==> src/rtl/tp_pkg.sv <==
package tp_pkg;

  // Source picked by every cell of the grid on a clock edge.
  typedef enum logic [1:0] {
    SEL_HOLD  = 2'd0,
    SEL_UP    = 2'd1,
    SEL_RIGHT = 2'd2
  } tp_sel_e;

  // Current shift phase of the grid.
  typedef enum logic {
    DIR_DOWN = 1'b0,
    DIR_LEFT = 1'b1
  } tp_dir_e;

endpackage

==> src/rtl/tp_cell.sv <==
module tp_cell #(
  parameter int W = 16
) (
  input  logic             clk,
  input  tp_pkg::tp_sel_e  sel,
  input  logic [W-1:0]     up_d,
  input  logic [W-1:0]     right_d,
  output logic [W-1:0]     q
);
  import tp_pkg::*;

  always_ff @(posedge clk) begin
    case (sel)
      SEL_UP:    q <= up_d;
      SEL_RIGHT: q <= right_d;
      default:   q <= q;
    endcase
  end

endmodule

==> src/rtl/tp_ctrl.sv <==
module tp_ctrl #(
  parameter int N = 4
) (
  input  logic             clk,
  input  logic             rst,
  input  logic             in_valid,
  input  logic             out_ready,
  input  logic             slot_valid,
  output logic             feed,
  output logic             advance,
  output logic             accept,
  output logic             in_ready,
  output tp_pkg::tp_dir_e  dir
);
  import tp_pkg::*;

  localparam int CW   = (N > 1) ? $clog2(N) : 1;
  localparam int LAST = N - 1;

  logic [CW-1:0] cnt_q;
  tp_dir_e       dir_q;
  logic          move_ok;
  logic          block_open;
  logic          wrap;

  // A block is open once at least one of its rows is in the grid.
  assign block_open = (cnt_q != '0);
  assign move_ok    = !slot_valid || out_ready;
  assign feed       = in_valid || !block_open;
  assign advance    = feed && move_ok;
  assign accept     = in_valid && move_ok;
  assign in_ready   = move_ok;
  assign wrap       = accept && (cnt_q == CW'(LAST));
  assign dir        = dir_q;

  always_ff @(posedge clk) begin
    if (rst) begin
      cnt_q <= '0;
      dir_q <= DIR_DOWN;
    end else if (accept) begin
      if (cnt_q == CW'(LAST)) begin
        cnt_q <= '0;
        dir_q <= (dir_q == DIR_DOWN) ? DIR_LEFT : DIR_DOWN;
      end else begin
        cnt_q <= cnt_q + CW'(1);
      end
    end
  end

  AST_DIR_TOGGLE: assert property (@(posedge clk) disable iff (rst)
    wrap |=> (dir_q != $past(dir_q)));
  AST_DIR_STEADY: assert property (@(posedge clk) disable iff (rst)
    !wrap |=> $stable(dir_q));
  AST_PAUSE_COUNT: assert property (@(posedge clk) disable iff (rst)
    (block_open && !in_valid) |=> $stable(cnt_q));

endmodule

==> src/rtl/tp_hist.sv <==
module tp_hist #(
  parameter int N  = 4,
  parameter int MW = 2
) (
  input  logic          clk,
  input  logic          rst,
  input  logic          advance,
  input  logic          accept,
  input  logic [MW-1:0] in_mode,
  output logic          last_valid,
  output logic [MW-1:0] last_mode
);

  logic [N-1:0]         vld_q;
  logic [N-1:0][MW-1:0] mode_q;

  always_ff @(posedge clk) begin
    if (rst) begin
      vld_q  <= '0;
      mode_q <= '0;
    end else if (advance) begin
      vld_q[0]  <= accept;
      mode_q[0] <= in_mode;
      for (int i = 1; i < N; i++) begin
        vld_q[i]  <= vld_q[i-1];
        mode_q[i] <= mode_q[i-1];
      end
    end
  end

  assign last_valid = vld_q[N-1];
  assign last_mode  = mode_q[N-1];

  AST_HIST_FROZEN: assert property (@(posedge clk) disable iff (rst)
    !advance |=> ($stable(vld_q) && $stable(mode_q)));

endmodule

==> src/rtl/tp_transpose_array.sv <==
module tp_transpose_array #(
  parameter int N  = 4,
  parameter int W  = 16,
  parameter int MW = 2
) (
  input  logic            clk,
  input  logic            rst,
  input  logic            in_valid,
  output logic            in_ready,
  input  logic [N*W-1:0]  in_row,
  input  logic [MW-1:0]   in_mode,
  output logic            out_valid,
  input  logic            out_ready,
  output logic [N*W-1:0]  out_vec,
  output logic [MW-1:0]   out_mode
);
  import tp_pkg::*;

  localparam int LAST = N - 1;

  logic         feed, advance, accept, slot_valid;
  tp_dir_e      dir;
  tp_sel_e      sel;
  logic [W-1:0] lane_in [N];
  logic [W-1:0] cell_q  [N][N];

  tp_ctrl #(.N(N)) u_ctrl (
    .clk        (clk),
    .rst        (rst),
    .in_valid   (in_valid),
    .out_ready  (out_ready),
    .slot_valid (slot_valid),
    .feed       (feed),
    .advance    (advance),
    .accept     (accept),
    .in_ready   (in_ready),
    .dir        (dir)
  );

  tp_hist #(.N(N), .MW(MW)) u_hist (
    .clk        (clk),
    .rst        (rst),
    .advance    (advance),
    .accept     (accept),
    .in_mode    (in_mode),
    .last_valid (slot_valid),
    .last_mode  (out_mode)
  );

  always_comb begin
    if (!advance)             sel = SEL_HOLD;
    else if (dir == DIR_DOWN) sel = SEL_UP;
    else                      sel = SEL_RIGHT;
  end

  for (genvar k = 0; k < N; k++) begin : g_lane
    assign lane_in[k] = in_row[k*W +: W];
  end

  for (genvar r = 0; r < N; r++) begin : g_row
    for (genvar c = 0; c < N; c++) begin : g_col
      logic [W-1:0] up_src, right_src;
      if (r == 0) begin : g_top
        assign up_src = lane_in[c];
      end else begin : g_inner_v
        assign up_src = cell_q[r-1][c];
      end
      if (c == LAST) begin : g_edge
        assign right_src = lane_in[LAST-r];
      end else begin : g_inner_h
        assign right_src = cell_q[r][c+1];
      end
      tp_cell #(.W(W)) u_cell (
        .clk     (clk),
        .sel     (sel),
        .up_d    (up_src),
        .right_d (right_src),
        .q       (cell_q[r][c])
      );
    end
  end

  // Down phase: bottom row leaves. Left phase: leftmost column leaves.
  for (genvar k = 0; k < N; k++) begin : g_out
    assign out_vec[k*W +: W] = (dir == DIR_DOWN) ? cell_q[LAST][k]
                                                 : cell_q[LAST-k][0];
  end

  assign out_valid = slot_valid && feed;

  AST_RESET_IDLE: assert property (@(posedge clk)
    $past(rst) |-> !out_valid);
  AST_STALL_STABLE: assert property (@(posedge clk) disable iff (rst)
    (out_valid && !out_ready) |=> ($stable(out_vec) && $stable(out_mode)));
  AST_STALL_NO_TAKE: assert property (@(posedge clk) disable iff (rst)
    (out_valid && !out_ready) |-> !in_ready);

endmodule

==> config.mk <==
export PLATFORM = sky130hd
export DESIGN_NAME = tp_transpose_array
export DESIGN_NICKNAME = d
export VERILOG_FILES = /design/src/rtl/tp_pkg.sv /design/src/rtl/tp_cell.sv /design/src/rtl/tp_ctrl.sv /design/src/rtl/tp_hist.sv /design/src/rtl/tp_transpose_array.sv
export SDC_FILE = /design/constraint.sdc
export NUM_CORES = 1
export LEC_CHECK = 0
export ABC_AREA = 1
export CELL_PAD_IN_SITES_DETAIL_PLACEMENT = 1
export CELL_PAD_IN_SITES_GLOBAL_PLACEMENT = 1
export CORE_ASPECT_RATIO = 0.6
export CORE_UTILIZATION = 44
export CTS_BUF_LIST = sky130_fd_sc_hd__clkbuf_16
export DETAILED_ROUTE_END_ITERATION = 8
export GPL_ROUTABILITY_DRIVEN = 0
export GPL_TIMING_DRIVEN = 1
export PLACE_DENSITY_LB_ADDON = 0.1
export RECOVER_POWER = 50
export SLEW_MARGIN = 25
export SYNTH_ARGS = -nofsm -noshare
export SYNTH_HDL_FRONTEND = slang
export SYNTH_HIERARCHICAL = 1
export SYNTH_SLANG_ARGS = --single-unit
==> constraint.sdc <==
create_clock -name clk -period 3.6 [get_ports clk]
set_clock_uncertainty 0.05 [all_clocks]
set_input_delay 0.72 -clock clk [delete_from_list [all_inputs] [get_ports clk]]
set_output_delay 0.72 -clock clk [all_outputs]
set_load 0.02 [all_outputs]
==> results of run 1 <==
==> layout make-up <==
cell class | count | share of cell area
clock buffer | 27 | 0.0440
clock inverter | 22 | 0.0148
inverter | 72 | 0.0228
multi-input combinational | 997 | 0.268
sequential | 271 | 0.520
tap | 400 | 0.0326
timing repair buffer | 159 | 0.0978
==> through the flow <==
| stage | hold slack (ns) | total power, W | cells | utilization | worst slack [ns] |
|---|---|---|---|---|---|
| after floorplan | 0.399 | 0.00579 | 1404 | - | 0.741 |
| after global placement | 0.408 | 0.00672 | 1899 | 0.497 | 0.270 |
| after detailed placement | 0.414 | 0.00683 | 1899 | 0.497 | 0.169 |
| after CTS | 0.423 | 0.00976 | 1948 | 0.528 | 0.342 |
| after global routing | 0.445 | 0.0101 | 1948 | 0.526 | 0.174 |
| final | 0.416 | 0.00963 | 1948 | 0.526 | 0.367 |
==> sequential cells by signal (all words and copies together) (netlist names) <==
signal / cells
u_ctrl/dir: 1
u_hist/mode_q: 6
u_hist/last_mode: 2
g_row.g_col.u_cell/q: 256
u_hist/vld_q: 4
u_ctrl/cnt_q: 2
==> final timing paths <==
path	startpoint	endpoint	slack [ns]	cells after the start
max reg2reg	u_ctrl/cnt_q[0]	g_row[3].g_col[3].u_cell/q[5]	0.57	11
min reg2reg	u_hist/last_mode[0]	u_hist/last_mode[0]	0.42	2
max	u_ctrl/dir	out_vec[62]	0.37	5
min	u_hist/last_mode[0]	u_hist/last_mode[0]	0.42	2
==> power groups by stage <==
stage | logic (W) | registers [W] | clock network [W]
detailed placement | 0.00193 | 0.00489 | 0
floorplan | 0.00102 | 0.00477 | 0
global placement | 0.00185 | 0.00488 | 0
global route | 0.00208 | 0.00491 | 0.00308
finish | 0.00188 | 0.00483 | 0.00292
CTS | 0.00195 | 0.00484 | 0.00298
==> placed cells by master, fill, tap and decap left out, types with 17 or more instances in the layout <==
master,instances
inv_1,57
nor2_1,31
clkbuf_16,27
clkdlybuf4s50_1,117
ha_1,18
nand2_1,863
dlygate4sd3_1,20
edfxtp_1,256
inv_6,17
nand2_2,79
==> cell families after synthesis <==
logic type,count (synthesis),share of synthesized area
buf+inv,136,0.0865
flops,271,0.602
simple gates,976,0.293
fa+ha+maj,18,0.0170
compound gates,3,0.00132
==> metal layers <==
layer,global-route usage,share of wire,up-vias,wire [µm]
met1,0.343,0.49,4952,17400
met2,0.392,0.45,229,16100
met5,0,0,-,0
met3,0.0313,0.046,40,1650
li1,-,-,4651,-
met4,0.0435,0.015,0,552
==> critical path, delay by kind of cell (launching register included) <==
| family | cells | cell delay (ns) |
|---|---|---|
| buf+inv | 3 | 1.07 |
| flops | 1 | 0.66 |
| simple gates | 2 | 0.17 |
==> metrics.md, run 1 <==
| Metric | Value |
|---|---|
| Status | `complete, no violations` |
| Iter 0 DRT Violations | `654` |
| Final Hold Viols | `0` |
| EDFF count, synth | `256` |
| CTS resizes | `0` |
| CP dominant cell by count | `nand2_1` |
| Post CTS Setup Buffer Count | `0` |
| Total I/O pin count | `138` |
| Reg power frac | `0.502` |
| Num CTS Buffers | `27` |
| First-pass GRT wire length | `56.1 mm` |
| Final setup TNS | `0 ns` |
| Reg clk slew, reported paths | `0.06 ns` |
| LEAKAGE | `6.99 nW` |
| Combinational share of power | `0.195` |
| Synthesized flop and latch total | `271` |
| Die area | `0.0309 mm²` |
| Asr flop ratio synth | `0` |
| CTS H-tree depth | `1` |
| Post-route ant nets | `0` |
| Filler cells | `3385` |
| Arrival time worst endpoint | `2.46 ns` |
| Placed cell area | `0.0145 mm²` |
| Initial antenna violation count | `0` |
| Fmax | `309 MHz` |
| Input/output buffers | `137` |
| Synth Area per Inst | `9.44 µm²` |
| Diode count | `0` |
| Vias | `9872` |
| Share of the synthesized area in the top cell type | `0.580` |
| Startpoint Class | `register` |
| Pre-antenna DRT Iters | `5` |
| Share of cells above drive strength 1 | `0.105` |
| Slowest CP cell | `dfxtp_2` |
| Synth area leader | `edfxtp_1` |
| Clk pwr share | `0.303` |
| Worst vdd ir | `0.318 mV` |
| WS Path Type | `reg2out` |
| Max Root-Sink Buffers | `3` |
| Area of the multi-input gates | `0.00411 mm²` |
| Worst rel slew slack | `0.361` |
| Residual DRC | `0` |
| Synth unique cells | `19` |
| MaxCap Viol Count | `0` |
| Least-Margin Pin Slew | `0.958 ns` |
| Clock root buffer | `clkbuf_16` |
| Largest net degree at the start of global routing | `40` |
| Gr ovfl total | `0` |
| Detailed Route WL | `35.7 mm` |
| Clk_lat worst skew | `0.55 ns` |
| Cell Area, Synth | `0.0133 mm²` |
| Wire per inst | `18.3 µm` |
| Initial Util | `0.454` |
| P_sw | `0.00285 W` |
| Die width | `226 µm` |
| Max-slew violations | `0` |
| # hold bufs at CTS | `0` |
| Syn Inst Count | `1404` |
| Fin area | `0.0154 mm²` |
| Top cells by count, synth | `nand2_1, edfxtp_1, nand2_2` |
| Synth Flop Type | `edfxtp_1` |
| Fraction of power spent switching nets | `0.296` |
| WP data required | `2.83 ns` |
| PwrDens | `627 mW/mm²` |
| Top-count cell post-synth | `nand2_1` |
| Core Area | `0.0292 mm²` |
| CTS tree | `built` |
| Nets | `1616` |
| Area contributors post-synth | `edfxtp_1, nand2_1, nand2_2` |
| Hold Crit Class | `reg2reg` |
| Flip-flop and latch area | `0.00799 mm²` |
| Final period utilization | `0.898` |
| Max Fanout on Critical Path | `39` |
| Post-synthesis sequential area ratio | `0.602` |
| Row Count | `48` |
| Unrepaired setup endpoints after global routing | `false` |
| CP cell instances | `inv_2 -> buf_12 -> nand2_1 -> nand2_1 -> clkdlybuf4s50_1` |
| Mapped Nets | `1492` |
| Chip height | `136 µm` |
| HPWL after detailed placement | `26.9 mm` |
| Area delta synth->final | `15.8%` |
| YS warnings | `6` |
| Tmin final | `3.23 ns` |
| Clock sink count | `271` |
| Via-to-Cell Ratio | `5.07` |
| Crit. End Element | `output pin` |
| Setup violators final | `0` |
| CP max stage delay | `0.66 ns` |
| Vias in the first global route | `10200` |
| Cell-internal power | `0.00678 W` |
| Overall global routing resource usage | `0.239` |
Power figures use the tool's default switching activity.
==> run 2: changes to the inputs <==
--- a/config.mk
+++ b/config.mk
@@ -11,6 +11,7 @@
 export CORE_ASPECT_RATIO = 0.6
 export CORE_UTILIZATION = 44
 export CTS_BUF_LIST = sky130_fd_sc_hd__clkbuf_16
+export CTS_CLUSTER_DIAMETER = 40
 export DETAILED_ROUTE_END_ITERATION = 8
 export GPL_ROUTABILITY_DRIVEN = 0
 export GPL_TIMING_DRIVEN = 1
==> metrics.md, run 2 (same netlist as run 1, synthesis figures left out) <==
| Metric | Value |
|---|---|
| Status | `complete, no violations (unchanged)` |
| Pre-antenna DRT Iters | `4 (was 5)` |
| Gr ovfl total | `0 (unchanged)` |
| Vias | `9915 (was 9872)` |
| Nets | `1624 (was 1616)` |
| CTS resizes | `0 (unchanged)` |
| Commonest non-fill, non-tap cell in the layout | `nand2_1 (unchanged)` |
| Max Fanout on Critical Path | `16 (was 39)` |
| Final period utilization | `0.921 (was 0.898)` |
| Overall global routing resource usage | `0.246 (was 0.239)` |
| Final Hold Viols | `0 (unchanged)` |
| Detailed Route WL | `36.5 mm (was 35.7 mm)` |
| PwrDens | `674 mW/mm² (was 627 mW/mm²)` |
| Fin area | `0.0157 mm² (was 0.0154 mm²)` |
| Num CTS Buffers | `35 (was 27)` |
| Tmin final | `3.32 ns (was 3.23 ns)` |
| Total I/O pin count | `138 (unchanged)` |
| First-pass GRT wire length | `57.2 mm (was 56.1 mm)` |
| Iter 0 DRT Violations | `657 (was 654)` |
| Core Area | `0.0292 mm² (unchanged)` |
| Top Registers | `g_row.g_col.u_cell/q x256, u_hist/mode_q x6, u_hist/vld_q x4 (unchanged)` |
| WS Path Type | `in2reg (was reg2out)` |
| Max reg flops | `256 (unchanged)` |
| WP data required | `3.66 ns (was 2.83 ns)` |
| CTS tree | `built (unchanged)` |
| HPWL after detailed placement | `26.9 mm (unchanged)` |
| Filler cells | `3383 (was 3385)` |
| Max Root-Sink Buffers | `3 (unchanged)` |
| Row Count | `48 (unchanged)` |
| Post-route ant nets | `0 (unchanged)` |
| Via-to-Cell Ratio | `5.06 (was 5.07)` |
| CP cell instances | `dlygate4sd3_1 -> inv_1 -> nand2_1 -> o21a_1 -> inv_1 -> nor2_1 -> buf_4 -> inv_1 -> ha_1 -> inv_1 -> clkbuf_1 (was inv_2 -> buf_12 -> nand2_1 -> nand2_1 -> clkdlybuf4s50_1)` |
| Area delta synth->final | `18.6% (was 15.8%)` |
| Diode count | `0 (unchanged)` |
| Unrepaired setup endpoints after global routing | `false (unchanged)` |
| Vias in the first global route | `10400 (was 10200)` |
| Setup violators final | `0 (unchanged)` |
| Share of cells above drive strength 1 | `0.103 (was 0.105)` |
| # hold bufs at CTS | `0 (unchanged)` |
| Slowest CP cell | `clkbuf_1 (was dfxtp_2)` |
| CP dominant cell by count | `inv_1 (was nand2_1)` |
| Placed cell area | `0.0145 mm² (unchanged)` |
| Initial Util | `0.454 (unchanged)` |
| Worst rel slew slack | `0.180 (was 0.361)` |
| Clk_lat worst skew | `0.51 ns (was 0.55 ns)` |
| Initial antenna violation count | `0 (unchanged)` |
| Die width | `226 µm (unchanged)` |
| Final setup TNS | `0 ns (unchanged)` |
| Arrival time worst endpoint | `3.38 ns (was 2.46 ns)` |
| Wire per inst | `18.6 µm (was 18.3 µm)` |
| CTS H-tree depth | `2 (was 1)` |
| MaxCap Viol Count | `0 (unchanged)` |
| Worst vdd ir | `0.292 mV (was 0.318 mV)` |
| Clock sink count | `271 (unchanged)` |
| Chip height | `136 µm (unchanged)` |
| Reg clk slew, reported paths | `0.06 ns (about the same)` |
| Max-slew violations | `0 (unchanged)` |
| Fmax | `302 MHz (was 309 MHz)` |
| CP max stage delay | `0.90 ns (was 0.66 ns)` |
| Commonest cells after routing, fill and taps aside | `nand2_1, edfxtp_1, clkdlybuf4s50_1, nand2_2, inv_1 (unchanged)` |
| Startpoint Class | `input port (was register)` |
| Residual DRC | `0 (unchanged)` |
| Largest net degree at the start of global routing | `40 (unchanged)` |
| Post CTS Setup Buffer Count | `0 (unchanged)` |
| Hold Crit Class | `reg2reg (unchanged)` |
| Crit. End Element | `register (was output pin)` |
| Die area | `0.0309 mm² (unchanged)` |
| Clock root buffer | `clkbuf_16 (unchanged)` |
| Least-Margin Pin Slew | `1.23 ns (was 0.958 ns)` |
| Input/output buffers | `137 (unchanged)` |
| LEAKAGE | `7.14 nW (was 6.99 nW)` |
| Largest Register | `g_row.g_col.u_cell/q (unchanged)` |
-- run 2: changes by cell type in the layout (fill, tap and decap cells not counted) --
cell / delta
buf_4: +1
bufinv_16: +5
clkbuf_1: +15
clkbuf_16: +10
clkbuf_2: -16
clkinv_1: -2
clkinv_2: +3
clkinvlp_4: -2
inv_6: -1
nand2_1: +1
nand2_2: -1
-- run 2: worst paths after layout --
| path | start | to | slack (ns) | cells past startpoint |
|---|---|---|---|---|
| min reg2reg | u_hist/last_mode[0] | u_hist/last_mode[0] | 0.42 | 2 |
| max reg2reg | u_ctrl/cnt_q[0] | g_row[0].g_col[0].u_cell/q[1] | 0.65 | 10 |
| min | u_hist/last_mode[0] | u_hist/last_mode[0] | 0.42 | 2 |
| max | out_ready | g_row[0].g_col[0].u_cell/q[1] | 0.28 | 11 |
-- run 2: stage by stage --
stage	power, W	util	std cells	hold slack (ns)	setup slack, ns
4_1_cts	0.0107	0.541	1961	0.422	0.389
6_report	0.0106	0.539	1961	0.416	0.284
5_1_grt	0.0111	0.539	1961	0.450	0.169
2_1_floorplan	0.00579	-	1404	0.399	0.741
3_5_place_dp	0.00683	0.497	1899	0.414	0.169
3_3_place_gp	0.00672	0.497	1899	0.408	0.270
-- run 2: cell type report --
cell class	instances	area (µm²)	share of cell area
clock buffer	37	926	0.0589
clock inverter	25	360	0.0229
inverter	72	350	0.0223
multi-input combinational	997	4110	0.261
sequential	271	7990	0.508
tap	400	500	0.0318
timing repair buffer	159	1490	0.0945
-- run 2: routing by layer --
| metal | vias up | GRT usage | wire length, µm |
|---|---|---|---|
| met5 | - | 0 | 0 |
| met4 | 0 | 0.0601 | 532 |
| met3 | 40 | 0.0380 | 1800 |
| met2 | 247 | 0.402 | 16700 |
| met1 | 4949 | 0.344 | 17500 |
| li1 | 4679 | - | - |
-- run 2: report_power, final --
group	internal, W	switching, W
clock network	0.00251	0.00136
logic	0.000721	0.00115
registers	0.00440	0.000446
-- run 2: critical path, delay by kind of cell --
kind | cells | cell delay (ns)
AND/OR/NAND/NOR | 2 | 0.21
buffers and inverters | 7 | 1.90
adder cells (fa/ha/maj) | 1 | 0.30
AO/OA/AOI/OAI | 1 | 0.24
==> run 3: changes to the inputs <==
--- a/config.mk
+++ b/config.mk
@@ -9,8 +9,8 @@
 export CELL_PAD_IN_SITES_DETAIL_PLACEMENT = 1
 export CELL_PAD_IN_SITES_GLOBAL_PLACEMENT = 1
 export CORE_ASPECT_RATIO = 0.6
-export CORE_UTILIZATION = 44
-export CTS_BUF_LIST = sky130_fd_sc_hd__clkbuf_16
+export CORE_UTILIZATION = 45
+export CTS_BUF_LIST = sky130_fd_sc_hd__clkbuf_4 sky130_fd_sc_hd__clkbuf_8
 export CTS_CLUSTER_DIAMETER = 40
 export DETAILED_ROUTE_END_ITERATION = 8
 export GPL_ROUTABILITY_DRIVEN = 0
==> metrics.md, run 3 (same netlist as run 1, synthesis figures left out) <==
| Metric | Value |
|---|---|
| Vias in the first global route | `10600 (was 10400)` |
| Nets | `1631 (was 1624)` |
| Placed Cells | `1873 (was 1899)` |
| Placed cell area | `0.0145 mm² (about the same)` |
| Slowest CP cell | `clkdlybuf4s50_1 (was clkbuf_1)` |
| CTS resizes | `0 (unchanged)` |
| # hold bufs at CTS | `0 (unchanged)` |
| Die area | `0.0302 mm² (was 0.0309 mm²)` |
| Met2 wire len | `16.2 mm (was 16.7 mm)` |
| Iter 0 DRT Violations | `674 (was 657)` |
| CP cell instances | `inv_2 -> buf_4 -> nand2_1 -> nand2_1 -> clkdlybuf4s50_1 (was dlygate4sd3_1 -> inv_1 -> nand2_1 -> o21a_1 -> inv_1 -> nor2_1 -> buf_4 -> inv_1 -> ha_1 -> inv_1 -> clkbuf_1)` |
| CP dominant cell by count | `nand2_1 (was inv_1)` |
| Gr ovfl total | `0 (unchanged)` |
| PwrDens | `615 mW/mm² (was 674 mW/mm²)` |
| Row Count | `48 (unchanged)` |
| Highest metal used | `met4 (unchanged)` |
| Setup violators final | `0 (unchanged)` |
| Arrival time worst endpoint | `2.46 ns (was 3.38 ns)` |
| Share of cells above drive strength 1 | `0.113 (was 0.103)` |
| Final period utilization | `0.897 (was 0.921)` |
| Util after Layout | `0.529 (was 0.539)` |
| R2R Path End | `g_row[2].g_col[0].u_cell/q[2] (was g_row[0].g_col[0].u_cell/q[1])` |
| Clock root buffer | `clkbuf_8 (was clkbuf_16)` |
| Pre-antenna DRT Iters | `5 (was 4)` |
| Total I/O pin count | `138 (unchanged)` |
| Final setup TNS | `0 ns (unchanged)` |
| Hold slack | `0.422 ns (was 0.416 ns)` |
| Unrepaired setup endpoints after global routing | `false (unchanged)` |
| Top Registers | `g_row.g_col.u_cell/q x256, u_hist/mode_q x6, u_hist/vld_q x4 (unchanged)` |
| Via-to-Cell Ratio | `5.06 (about the same)` |
| Diode count | `0 (unchanged)` |
| Initial Util | `0.460 (was 0.454)` |
| Core Area | `0.0288 mm² (was 0.0292 mm²)` |
| Post-route ant nets | `0 (unchanged)` |
| Input/output buffers | `137 (unchanged)` |
| First-pass GRT wire length | `56.8 mm (was 57.2 mm)` |
| Fin area | `0.0152 mm² (was 0.0157 mm²)` |
| CP max stage delay | `0.63 ns (was 0.90 ns)` |
| Clock sink count | `271 (unchanged)` |
| Startpoint Class | `register (was input port)` |
| Chip height | `135 µm (was 136 µm)` |
| HPWL after detailed placement | `26.7 mm (was 26.9 mm)` |
| Commonest non-fill, non-tap cell in the layout | `nand2_1 (unchanged)` |
| Hold Crit Class | `reg2reg (unchanged)` |
| Area delta synth->final | `15.0% (was 18.6%)` |
| WL met3 | `1.94 mm (was 1.80 mm)` |
| Post CTS Setup Buffer Count | `0 (unchanged)` |
| Hold path start | `u_hist/last_mode[0] (unchanged)` |
| Overall global routing resource usage | `0.245 (was 0.246)` |
| Fmax | `310 MHz (was 302 MHz)` |
| CTS H-tree depth | `2 (unchanged)` |
| WS Path Type | `reg2out (was in2reg)` |
| Max Root-Sink Buffers | `3 (unchanged)` |
| Commonest cells after routing, fill and taps aside | `nand2_1, edfxtp_1, clkdlybuf4s50_1, nand2_2, inv_1 (unchanged)` |
| Filler cells | `3359 (was 3383)` |
| Die width | `224 µm (was 226 µm)` |
| Wire per inst | `18.3 µm (was 18.6 µm)` |
| Post-route insts no fill | `1948 (was 1961)` |
| Worst vdd ir | `0.275 mV (was 0.292 mV)` |
| Setup crit start | `u_ctrl/dir (was out_ready)` |
| Status | `complete, no violations (unchanged)` |
| R2R cell count | `11 (was 10)` |
| Least-Margin Pin Slew | `0.960 ns (was 1.23 ns)` |
| Final Hold Viols | `0 (unchanged)` |
| CTS tree | `built (unchanged)` |
| Reg2reg start | `u_ctrl/cnt_q[0] (unchanged)` |
| Reg clk slew, reported paths | `0.06 ns (about the same)` |
| Hold Path Depth | `2 (unchanged)` |
| Largest net degree at the start of global routing | `53 (was 40)` |
| Vias | `9850 (was 9915)` |
| Worst rel slew slack | `0.360 (was 0.180)` |
| Detailed Route WL | `35.7 mm (was 36.5 mm)` |
| Clk_lat worst skew | `0.56 ns (was 0.51 ns)` |
| Initial antenna violation count | `0 (unchanged)` |
| Wl on met1 | `16.9 mm (was 17.5 mm)` |
| Hold EP | `u_hist/last_mode[0] (unchanged)` |
| MaxCap Viol Count | `0 (unchanged)` |
| Num CTS Buffers | `43 (was 35)` |
| Tmin final | `3.23 ns (was 3.32 ns)` |
| WP data required | `2.83 ns (was 3.66 ns)` |
| Crit. End Element | `output pin (was register)` |
| Max-slew violations | `0 (unchanged)` |
| Max Fanout on Critical Path | `32 (was 16)` |
| LEAKAGE | `6.99 nW (was 7.14 nW)` |
| Largest Register | `g_row.g_col.u_cell/q (unchanged)` |
| Max reg flops | `256 (unchanged)` |
| Register-to-register setup slack | `0.61 ns (was 0.65 ns)` |
| Area of the multi-input gates | `0.00411 mm² (about the same)` |
| Flip-flop and latch area | `0.00799 mm² (unchanged)` |
| Residual DRC | `0 (unchanged)` |
## run 3: changes by cell type in the layout (fill, tap and decap cells not counted), sizes merged
cell | before | now
buf | 5 | 3
clkinv | 10 | 21
bufinv | 9 | 3
inv | 75 | 72
clkbuf | 54 | 69
clkinvlp | 3 | 0
## run 3: power by group
| group | leakage (nW) | total (W) | switching (W) | internal, W |
|---|---|---|---|---|
| combinational | 3.83 | 0.00187 | 0.00115 | 0.000728 |
| sequential | 2.72 | 0.00482 | 0.000431 | 0.00439 |
| clock | 0.443 | 0.00269 | 0.00125 | 0.00144 |
| total | 6.99 | 0.00938 | 0.00283 | 0.00656 |
## run 3: worst max-delay path by stage
stage,to,slack (ns),depth (start not counted)
floorplan,g_row[0].g_col[0].u_cell/q[0],0.74,8
global placement,g_row[0].g_col[0].u_cell/q[5],0.24,11
detailed placement,g_row[3].g_col[0].u_cell/q[7],0.15,11
CTS,out_vec[53],0.33,5
global route,out_vec[53],0.23,5
finish,out_vec[37],0.37,5
## run 3: worst max-delay path: cells and delay by family, from the launching register on
family	cells	cell delay [ns]
AND/OR/NAND/NOR	2	0.20
flip-flops	1	0.32
buffers and inverters	3	1.34
## run 3: area by class of cell
| type | instances | area share |
|---|---|---|
| Clock buffer | 51 | 0.0436 |
| Timing Repair Buffer | 158 | 0.0972 |
| Inverter | 72 | 0.0230 |
| Tap cell | 375 | 0.0308 |
| Clock inverter | 24 | 0.0119 |
| Multi-Input combinational cell | 997 | 0.270 |
| Sequential cell | 271 | 0.524 |
## run 3: routing by layer
metal  track usage  vias up
met5             0        -
met4        0.0662        0
met3        0.0422       54
met2         0.398      259
met1         0.342     4844
li1              -     4693
## run 3: metrics by stage
step                      setup WS (ns)  total power (W)
after global placement            0.236          0.00671
after detailed placement          0.151          0.00682
final                             0.371          0.00938
after global routing              0.231          0.00985
after floorplan                   0.741          0.00579
after CTS                         0.327          0.00952
